<file path="config.mk">
export PLATFORM = sky130hd
export DESIGN_NAME = dual_timer
export DESIGN_NICKNAME = d
export VERILOG_FILES = /design/src/rtl/dual_timer.sv
export SDC_FILE = /design/constraint.sdc
export NUM_CORES = 1
export LEC_CHECK = 0
export ABC_CLOCK_PERIOD_IN_PS = 2650
export BUFFER_PORTS_ARGS = -buffer_cell sky130_fd_sc_hd__buf_4
export CAP_MARGIN = 40
export CORE_AREA = 2 2 138 73
export DETAILED_ROUTE_END_ITERATION = 8
export DIE_AREA = 0 0 140 75
export SLEW_MARGIN = 20
export SYNTH_ARGS = -nofsm -noshare
export SYNTH_HDL_FRONTEND = slang
export SYNTH_SLANG_ARGS = --single-unit
</file>
<file path="constraint.sdc">
create_clock -name clk -period 2.65 [get_ports clk]
set_clock_uncertainty 0.1 [all_clocks]
set_input_delay 0.1325 -clock clk [delete_from_list [all_inputs] [get_ports clk]]
set_output_delay 0.1325 -clock clk [all_outputs]
set_load 0.005 [all_outputs]
</file>
<file path="src/rtl/dual_timer.sv">
module dual_timer (
  input  logic       clk,
  input  logic       rst_n,
  input  logic       wr_en,
  input  logic [2:0] addr,
  input  logic [7:0] wdata,
  output logic [7:0] rdata,
  input  logic       tick,
  input  logic [1:0] cnt_pin,
  input  logic [1:0] gate_pin,
  input  logic [1:0] ack,
  output logic [1:0] ovf_flag,
  output logic       baud_pulse
);

  logic [7:0] cfg_q, lo0, hi0, lo1, hi1;
  logic [1:0] run_q, flg_q;
  logic [1:0] sy1, sy2, smp;

  function automatic logic [16:0] step(input logic [1:0] m, input logic [7:0] h, input logic [7:0] l);
    logic [4:0] l5;
    logic       c;
    case (m)
      2'b00: begin
        l5 = l[4:0] + 5'd1;
        c  = &l[4:0];
        return {c & (&h), h + {7'd0, c}, l[7:5], l5};
      end
      2'b01:   return {1'b0, h, l} + 17'd1;
      2'b10:   return (&l) ? {1'b1, h, h} : {1'b0, h, l + 8'd1};
      default: return {&l, h, l + 8'd1};
    endcase
  endfunction

  wire [1:0] m0 = cfg_q[1:0];
  wire [1:0] m1 = cfg_q[5:4];
  wire       split = (m0 == 2'b11);

  wire [1:0] ev   = {2{tick}} & smp & ~sy2;
  wire       src0 = cfg_q[2] ? ev[0] : tick;
  wire       src1 = cfg_q[6] ? ev[1] : tick;
  wire       en0  = run_q[0] & (~cfg_q[3] | gate_pin[0]) & src0;
  wire       en1  = (split | run_q[1]) & (~cfg_q[7] | gate_pin[1]) & src1 & (m1 != 2'b11);
  wire       enh  = split & run_q[1] & tick;

  wire [16:0] s0 = step(m0, hi0, lo0);
  wire [16:0] s1 = step(m1, hi1, lo1);

  wire ov0  = en0 & s0[16];
  wire ov1  = en1 & s1[16];
  wire ovh  = enh & (&hi0);
  wire [1:0] setf = {split ? ovh : ov1, ov0};

  wire [7:0] n_hi0 = split ? (enh ? hi0 + 8'd1 : hi0) : (en0 ? s0[15:8] : hi0);

  wire w_cfg = wr_en & (addr == 3'd0);
  wire w_run = wr_en & (addr == 3'd1);
  wire w_lo0 = wr_en & (addr == 3'd2);
  wire w_hi0 = wr_en & (addr == 3'd3);
  wire w_lo1 = wr_en & (addr == 3'd4);
  wire w_hi1 = wr_en & (addr == 3'd5);

  always_ff @(posedge clk or negedge rst_n) begin
    if (!rst_n) begin
      cfg_q <= '0; run_q <= '0; flg_q <= '0;
      lo0 <= '0; hi0 <= '0; lo1 <= '0; hi1 <= '0;
      sy1 <= '0; sy2 <= '0; smp <= '0;
      baud_pulse <= 1'b0;
    end else begin
      sy1 <= cnt_pin;
      sy2 <= sy1;
      if (tick) smp <= sy2;
      if (w_cfg) cfg_q <= wdata;
      if (w_run) begin
        run_q <= wdata[1:0];
        flg_q <= wdata[3:2];
      end else begin
        flg_q <= (flg_q & ~ack) | setf;
      end
      lo0 <= w_lo0 ? wdata : (en0 ? s0[7:0] : lo0);
      hi0 <= w_hi0 ? wdata : n_hi0;
      lo1 <= w_lo1 ? wdata : (en1 ? s1[7:0] : lo1);
      hi1 <= w_hi1 ? wdata : (en1 ? s1[15:8] : hi1);
      baud_pulse <= ov1;
    end
  end

  assign ovf_flag = flg_q;

  always_comb begin
    case (addr)
      3'd0:    rdata = cfg_q;
      3'd1:    rdata = {4'd0, flg_q, run_q};
      3'd2:    rdata = lo0;
      3'd3:    rdata = hi0;
      3'd4:    rdata = lo1;
      3'd5:    rdata = hi1;
      default: rdata = 8'd0;
    endcase
  end

  // stopped channel 0 keeps its count
  a_r2_stopped_holds: assert property (@(posedge clk) disable iff (!rst_n)
    (!run_q[0] && !split && !w_lo0 && !w_hi0) |=> ($stable(lo0) && $stable(hi0)));

  // prescaler top bits untouched in 13-bit mode
  a_r4_upper_bits: assert property (@(posedge clk) disable iff (!rst_n)
    (m0 == 2'b00 && !w_lo0) |=> (lo0[7:5] == $past(lo0[7:5])));

  // reload copies the high byte and raises the flag
  a_r6_reload: assert property (@(posedge clk) disable iff (!rst_n)
    (m0 == 2'b10 && en0 && lo0 == 8'hFF && !w_lo0 && !w_hi0 && !w_run)
      |=> (lo0 == $past(hi0) && $stable(hi0) && flg_q[0]));

  // halted channel 1 does not move
  a_r7_ch1_halt: assert property (@(posedge clk) disable iff (!rst_n)
    (m1 == 2'b11 && !w_lo1 && !w_hi1) |=> ($stable(lo1) && $stable(hi1)));

  // outside split mode the pulse comes with flag 1
  a_r11_pulse_flag: assert property (@(posedge clk) disable iff (!rst_n)
    (baud_pulse && !$past(split) && !$past(w_run)) |-> flg_q[1]);

endmodule

</file>
Word-level counts from Yosys, hierarchy flattened
Index checks and enable logic that the tools add are counted.

storage, ports and cells
  register bits after elaboration = 51
  input port bits = 21
  output and inout port bits = 11
  word-level logic and storage cells = 105

operators by class
  $add $sub $neg = 9
  eq/ne operators = 16
  muxes and demuxes = 19
  bitwise operators = 29
  reductions and logical operators = 19

operators with widths
  operator               number
  $pmux 17 s3            2
  $mux 8                 10
  $pmux 8 s6             1
  $add 16x1->17 const B  2
  $mux 17                2
  $reduce_and 8->1       4
  $add 8x1->8 const B    3
  $and 1x1->1            18
  $add 8x1->8            2
  $add 5x1->5 const B    2
  $reduce_and 5->1       2
  $ne 2x2->1 const B     4
  $and 2x2->2            3
  $eq 2x2->1 const B     3
  $eq 3x2->1 const B     2
  $eq 3x3->1 const B     2
  $reduce_bool 2->1      3
  $reduce_bool 3->1      2
  $eq 2x1->1 const B     2
  $logic_not 2->1        2
  $not 2->2              2
  $reduce_and 2->1       2
  $reduce_and 4->1       1
  $reduce_bool 4->1      1
  10 further kinds       15

Depth between registers and ports, before layout
Gate-level depths: netlist (run 1).

  depth after elaboration = 9
  gate-level depth with buffers = 10
  mapped depth without buffers = 10

Worst setup path before layout (run 1)
Ideal clock, no wire load.

  path type = flip-flop to flip-flop
  start point = reg lo0[1]
  end point = reg hi0[6]
  setup time = 0.065 ns
  arrival = 2.293 ns
  required time = 2.485 ns
  setup slack = 0.192 ns
  cell stages (with the launch flop) = 11
  buffers on the path = 0
  period minus slack after synthesis = 2.458 ns
  path through = dfrtp_1 > ha_1 > nand3_1 > inv_1 > ha_1 > ha_1 > and4b_1 > nand2_1 > mux4_2 > a211oi_1 > a211o_1

between the ends
  cells in the longest elaborated chain, start to end = 6
  elaborated cells on any way between the ends = 7
  classes of those cells = 2 x add/sub; 4 x mux; 1 x reduce/logical

RTL lines
  item                      RTL line  source
  from (decl)               16        logic [7:0] cfg_q, lo0, hi0, lo1, hi1;
  from (signal assigned)    80        lo0 <= w_lo0 ? wdata : (en0 ? s0[7:0] : lo0);
  $reduce_and 5->1          26        c = &l[4:0];
  $add 8x1->8               27        return {c & (&h), h + {7'd0, c}, l[7:5], l5};
  $pmux 17 s3 (*)           23        case (m)
  $mux 8 (*) (2 in series)  54        wire [7:0] n_hi0 = split ? (enh ? hi0 + 8'd1 : hi0) : (en0 ? s0[15:8] : hi0);
  $mux 8 (*)                81        hi0 <= w_hi0 ? wdata : n_hi0;
  to (signal assigned)      81
  to (decl)                 16

Mark *: on every way between the ends. The rest lies on a longest branch, timed or not. The select of a mux whose other input is x is not followed.
A chain may end at the register's enable or synchronous reset.

Worst setup path in the final report (run 1)
  start point = reg lo0[1]
  end point = reg hi0[7]

Same word-level chain as after synthesis.

==> flow_metrics.env, run 1 <==
export IMPL_row_count=25
export IMPL_vias_per_cell=6.71
export IMPL_synthFlopType="dfrtp_1"
export IMPL_worstHoldStart="wdata[0]"
export IMPL_most_common_layout_cells="51 x buf_4, 49 x dfrtp_1, 43 x nand2_1"
export IMPL_io_buffers=31
export IMPL_criticalPathCategory="reg -> reg"
export IMPL_syn_nets=521
export IMPL_async_reset_ff_frac=1.00
export IMPL_wl_per_cell_um=22.4
export IMPL_drt_iter0_drc=648
export IMPL_min_period_ns=2.54
export IMPL_antenna_cells=0
export IMPL_drv_cap=0
export IMPL_die_y_um=75
export IMPL_peakVddDrop_mv=0.316
export IMPL_die_w_um=140
export IMPL_worstPathMaxFanout=6
export IMPL_tritoncts="done"
export IMPL_finalWeightedCongestion=1.00
export IMPL_period_share=0.957
export IMPL_failed_checks="DRC"
export IMPL_endpoint_kind="flip-flop"
export IMPL_drc=3
export IMPL_drtPass1Iterations=8
export IMPL_fin_nets=548
export IMPL_place_area_um2=4420
export IMPL_io_pins=32
export IMPL_synth_seq_cells=51
export IMPL_status="finished, violations left"
export IMPL_dieArea_um2=10500
export IMPL_stdcell_area_um2=4670
export IMPL_start_util=0.438
export IMPL_final_common_cell="buf_4"
export IMPL_power_leakage_nw=1.93
export IMPL_avgSynthCellArea_um2=8.23
export IMPL_finalSetupTns_ns=0
export IMPL_layout_drive_gt1_share=0.168
export IMPL_hold_violations=0
export IMPL_clock_fmax_mhz=394
export IMPL_netlist_area_um2=4040
export IMPL_hold_path_class="in -> reg"
export IMPL_nFillCells=871
export IMPL_htreeDepth=2
export IMPL_tightest_slew_ns=0.749
export IMPL_root_buffer="clkbuf_16"
export IMPL_finalMaxSlewViolations=0
export IMPL_worstSetupStartpointType="flip-flop"
export IMPL_worstPathRequired_ns=2.76
export IMPL_fin_hold_ws_ns=0.000903
export IMPL_p_per_area_nw_per_um2=836
export IMPL_grt_pass1_vias=3827
export IMPL_total_power_w=0.00391
export IMPL_synth_cell_type_count=63
export IMPL_dp_final_hpwl_mm=10.6
export IMPL_syn_inst=491
export IMPL_grt_remaining_overflow=0
export IMPL_yosysSeqAreaShare=0.316
export IMPL_num_vias=4296
export IMPL_grt_usage=0.283
export IMPL_yosysWarnings=0
export IMPL_syn_to_final_growth_pct=15.7
export IMPL_grt_max_degree=52
export IMPL_clk_latency_ns=0.31
export IMPL_antenna_left=0
export IMPL_clkTransAtPathRegs_ns=0.08
export IMPL_core_um2=9230
export IMPL_clkSinkCount=51
export IMPL_startpoint="lo0[1]"
export IMPL_grt_antenna_before_repair=0
export IMPL_cts_path_max_buffers=2
export IMPL_placed_cells=625
export IMPL_fin_cells=640
export IMPL_wirelength_mm=14.4
export IMPL_grt_pass1_wl_mm=22.3
export IMPL_synth_edf_count=0
export IMPL_setup_viol=0
export IMPL_max_slew_margin_rel=0.496
export IMPL_numCtsBuffers=5
export IMPL_arrival_ns=2.64
export IMPL_reg2reg_from="lo0[1]"
critical path, cell delays in order, from the launching register on:
cell,delay [ns]
dfrtp_2,0.41
ha_1,0.19
nand3_1,0.12
inv_1,0.10
ha_2,0.26
ha_1,0.24
nand3_1,0.20
o21ai_0,0.21
o21ai_0,0.11
a22o_1,0.23
a211o_1,0.28
kinds of logic (layout without fill, tap and decap cells):
| kind of cell | count (synthesis) | after routing | share of synthesized area |
|---|---|---|---|
| fa+ha+maj | 9 | 9 | 0.0279 |
| xor+xnor | 12 | 12 | 0.0260 |
| flops | 51 | 51 | 0.316 |
| buf+inv | 53 | 81 | 0.0505 |
| mux | 30 | 30 | 0.0833 |
| compound gates | 156 | 156 | 0.266 |
| simple gates | 180 | 180 | 0.230 |
power breakdown:
part	switching (W)	total, W	internal, W
registers	0.000487	0.00150	0.00101
clock network	0.000356	0.000809	0.000453
logic	0.000873	0.00160	0.000724
metal layers:
layer,share of wire,GRT usage,vias up
li1,-,-,1921
met1,0.50,0.447,2055
met2,0.36,0.356,302
met3,0.13,0.0922,18
met4,0.014,0.0752,0
met5,0,0,-
synthesized netlist by cell type, types with 4 or more instances:
library cell,count,area share
a21o_1,6,0.011
xnor2_1,7,0.015
a221oi_1,6,0.013
a21oi_1,34,0.042
dfrtp_1,51,0.32
and4_1,4,0.0087
nor2b_1,4,0.0062
nand2b_1,4,0.0062
o21ai_0,33,0.041
a22oi_1,4,0.0074
xor2_1,5,0.011
mux2i_1,19,0.047
nand4_1,13,0.020
nor4_1,4,0.0062
mux2_2,9,0.025
clkbuf_1,28,0.026
o22ai_1,10,0.015
o31ai_1,6,0.011
nand3_1,24,0.030
and2_1,8,0.012
and3_1,11,0.017
nand2_1,43,0.040
nor2_1,40,0.037
o221ai_1,4,0.0087
buf_2,4,0.0050
a211o_1,5,0.011
a211oi_1,6,0.011
ha_1,9,0.028
inv_1,18,0.017
a31oi_1,9,0.014
nor3_1,7,0.0087
metrics by stage:
| step | worst slack [ns] | util |
|---|---|---|
| final | 0.114 | 0.507 |
| after global routing | -0.00222 | 0.507 |
| after CTS | 0.00721 | 0.502 |
| after detailed placement | 0.0327 | 0.479 |
| after global placement | 0.150 | 0.479 |
| after floorplan | 0.192 | - |
final timing paths:
| kind | to | slack [ns] | depth (start not counted) |
|---|---|---|---|
| hold / removal | cfg_q[0] | 0.0009 | 3 |
| setup / recovery | hi0[7] | 0.11 | 10 |
| min in group asynchronous | hi0[5] | 0.30 | 2 |
| setup reg to reg | hi0[7] | 0.11 | 10 |
| max in group asynchronous | lo0[1] | 1.62 | 2 |
| hold reg to reg | sy2[0] | 0.25 | 0 |
flip-flops by register name, indices dropped and copies added, names as in the netlist, 8 cells and up:
| signal | cells |
|---|---|
| cfg_q | 8 |
| hi0 | 8 |
| hi1 | 8 |
| lo0 | 8 |
| lo1 | 8 |
layout make-up:
| class | count | area, um^2 | share of cell area |
|---|---|---|---|
| tap | 121 | 151 | 0.0324 |
| inverter | 18 | 67.6 | 0.0145 |
| clock buffer | 5 | 125 | 0.0268 |
| sequential | 51 | 1280 | 0.274 |
| multi-input combinational | 387 | 2580 | 0.552 |
| timing repair buffer | 55 | 423 | 0.0905 |
| clock inverter | 3 | 47.5 | 0.0102 |
timing repair:
item / CTS / global route
setup endpoints to repair: 0 / 3
hold endpoints to repair: 54 / 0
hold buffers: 4 / 0
buffers inserted: 0 / 3
gates resized for setup: 0 / 6
Power figures use the tool's default switching activity.
==> run 2, diff against run 1 <==
Settings changed: PLACE_DENSITY set to 0.72, TNS_END_PERCENT set to 50.
==> flow_metrics.env, run 2 (synthesis gave the netlist of run 1 again) <==
export IMPL_num_vias=4393
export IMPL_criticalPathCategory="reg -> reg"
export IMPL_worstSetupStartpointType="flip-flop"
export IMPL_tightest_slew_ns=0.747
export IMPL_drv_cap=0
export IMPL_max_slew_margin_rel=0.500
export IMPL_finalWeightedCongestion=1.03
export IMPL_p_per_area_nw_per_um2=835
export IMPL_grt_pass1_wl_mm=22.2
export IMPL_pre_cts_ws_ns=0.104
export IMPL_total_power_w=0.00387
export IMPL_grt_remaining_overflow=0
export IMPL_status="finished, violations left"
export IMPL_path_cells="ha_2, nand3_1, inv_1, ha_2, ha_1, nand3_1, o21ai_0, o21ai_0, a22o_1, a211o_1"
export IMPL_power_leakage_nw=1.90
export IMPL_drt_iter0_drc=812
export IMPL_whs_path_depth=2
export IMPL_worstPathRequired_ns=2.74
export IMPL_clk_latency_ns=0.31
export IMPL_finalSetupTns_ns=0
export IMPL_wl_per_cell_um=22.7
export IMPL_endpoint_kind="flip-flop"
export IMPL_antenna_left=0
export IMPL_hold_violations=0
export IMPL_fin_ws_ns=0.133
export IMPL_numCtsBuffers=5
export IMPL_antenna_cells=0
export IMPL_clkTransAtPathRegs_ns=0.08
export IMPL_die_w_um=140
export IMPL_arrival_ns=2.61
export IMPL_start_util=0.438
export IMPL_hold_path_class="in -> reg"
export IMPL_row_count=25
export IMPL_core_um2=9230
export IMPL_cts_path_max_buffers=2
export IMPL_rr_worst_depth=10
export IMPL_min_period_ns=2.52
export IMPL_io_pins=32
export IMPL_worstHoldStart="wdata[3]"
export IMPL_reg2reg_from="lo0[0]"
export IMPL_failed_checks="DRC"
export IMPL_io_buffers=31
export IMPL_clkSinkCount=51
export IMPL_drc=4
export IMPL_finalMaxSlewViolations=0
export IMPL_peakVddDrop_mv=0.273
export IMPL_period_share=0.950
export IMPL_rsz0062_at_grt="no"
export IMPL_grt_max_degree=52
export IMPL_clock_fmax_mhz=397
export IMPL_max_stage_delay_ns=0.40
export IMPL_root_buffer="clkbuf_16"
export IMPL_setup_viol=0
export IMPL_dieArea_um2=10500
export IMPL_fin_nets=543
export IMPL_cp_slowest_cell="dfrtp_1"
export IMPL_ff2ff_setup_slack_ns=0.13
export IMPL_startpoint="lo0[0]"
export IMPL_grt_usage=0.280
export IMPL_vias_per_cell=6.92
export IMPL_wirelength_mm=14.4
export IMPL_tritoncts="done"
export IMPL_layout_drive_gt1_share=0.163
export IMPL_drtPass1Iterations=7
export IMPL_min_to="cfg_q[3]"
export IMPL_die_y_um=75
export IMPL_worstPathMaxFanout=5
export IMPL_most_common_layout_cells="50 x dfrtp_1, 46 x buf_4, 43 x nand2_1"
export IMPL_syn_to_final_growth_pct=14.7
export IMPL_htreeDepth=2
export IMPL_r2r_end="hi0[7]"
export IMPL_grt_antenna_before_repair=0
export IMPL_nFillCells=873
export IMPL_final_common_cell="dfrtp_1"
export IMPL_grt_pass1_vias=3841
export IMPL_dp_final_hpwl_mm=10.5
## run 2: layout make-up
type                            count  area, um^2  area share
Inverter                           18        67.6      0.0146
Clock buffer                        6         139      0.0300
Timing Repair Buffer               50         385      0.0832
Clock inverter                      2        35.0     0.00756
Sequential cell                    51        1280       0.276
Multi-Input combinational cell    387        2580       0.556
Tap cell                          121         151      0.0327
## run 2: where the power goes
part / switching, W / internal, W
clock: 0.000326 / 0.000471
combinational: 0.000863 / 0.000696
sequential: 0.000503 / 0.00101
## run 2: repair_timing
item	CTS	global route
resized for setup	0	7
hold buffers	4	0
setup endpoints to repair	0	4
setup buffers	0	2
hold endpoints to repair	54	0
## run 2: metrics by stage
step	cells	hold slack, ns	instance area, um^2	utilization
after floorplan	491	-0.263	4040	-
final	635	0.0217	4630	0.502
after detailed placement	621	0.133	4390	0.475
after CTS	633	0.0101	4600	0.499
after global placement	621	0.124	4390	0.475
after global routing	635	0.0108	4630	0.502
## run 2: per-layer routing
| layer | wire length [um] | vias to the layer above | GRT usage |
|---|---|---|---|
| met3 | 2360 | 33 | 0.109 |
| met4 | 276 | 0 | 0.0741 |
| met5 | 0 | - | 0 |
| li1 | - | 1895 | - |
| met2 | 5240 | 347 | 0.345 |
| met1 | 6560 | 2118 | 0.438 |
## run 2: how the worst max path moves through the flow
stage / endpoint / cells past startpoint
2_1_floorplan: hi0[6] / 10
3_3_place_gp: hi0[6] / 10
3_5_place_dp: hi0[6] / 10
4_1_cts: hi0[6] / 10
5_1_grt: hi0[6] / 10
6_report: hi0[7] / 10
## run 2: critical path, delay by kind of cell (launching register included)
kind / cells / cell delay, ns
simple gates: 2 / 0.31
flops: 1 / 0.40
compound gates: 4 / 0.82
fa+ha+maj: 3 / 0.65
buf+inv: 1 / 0.11
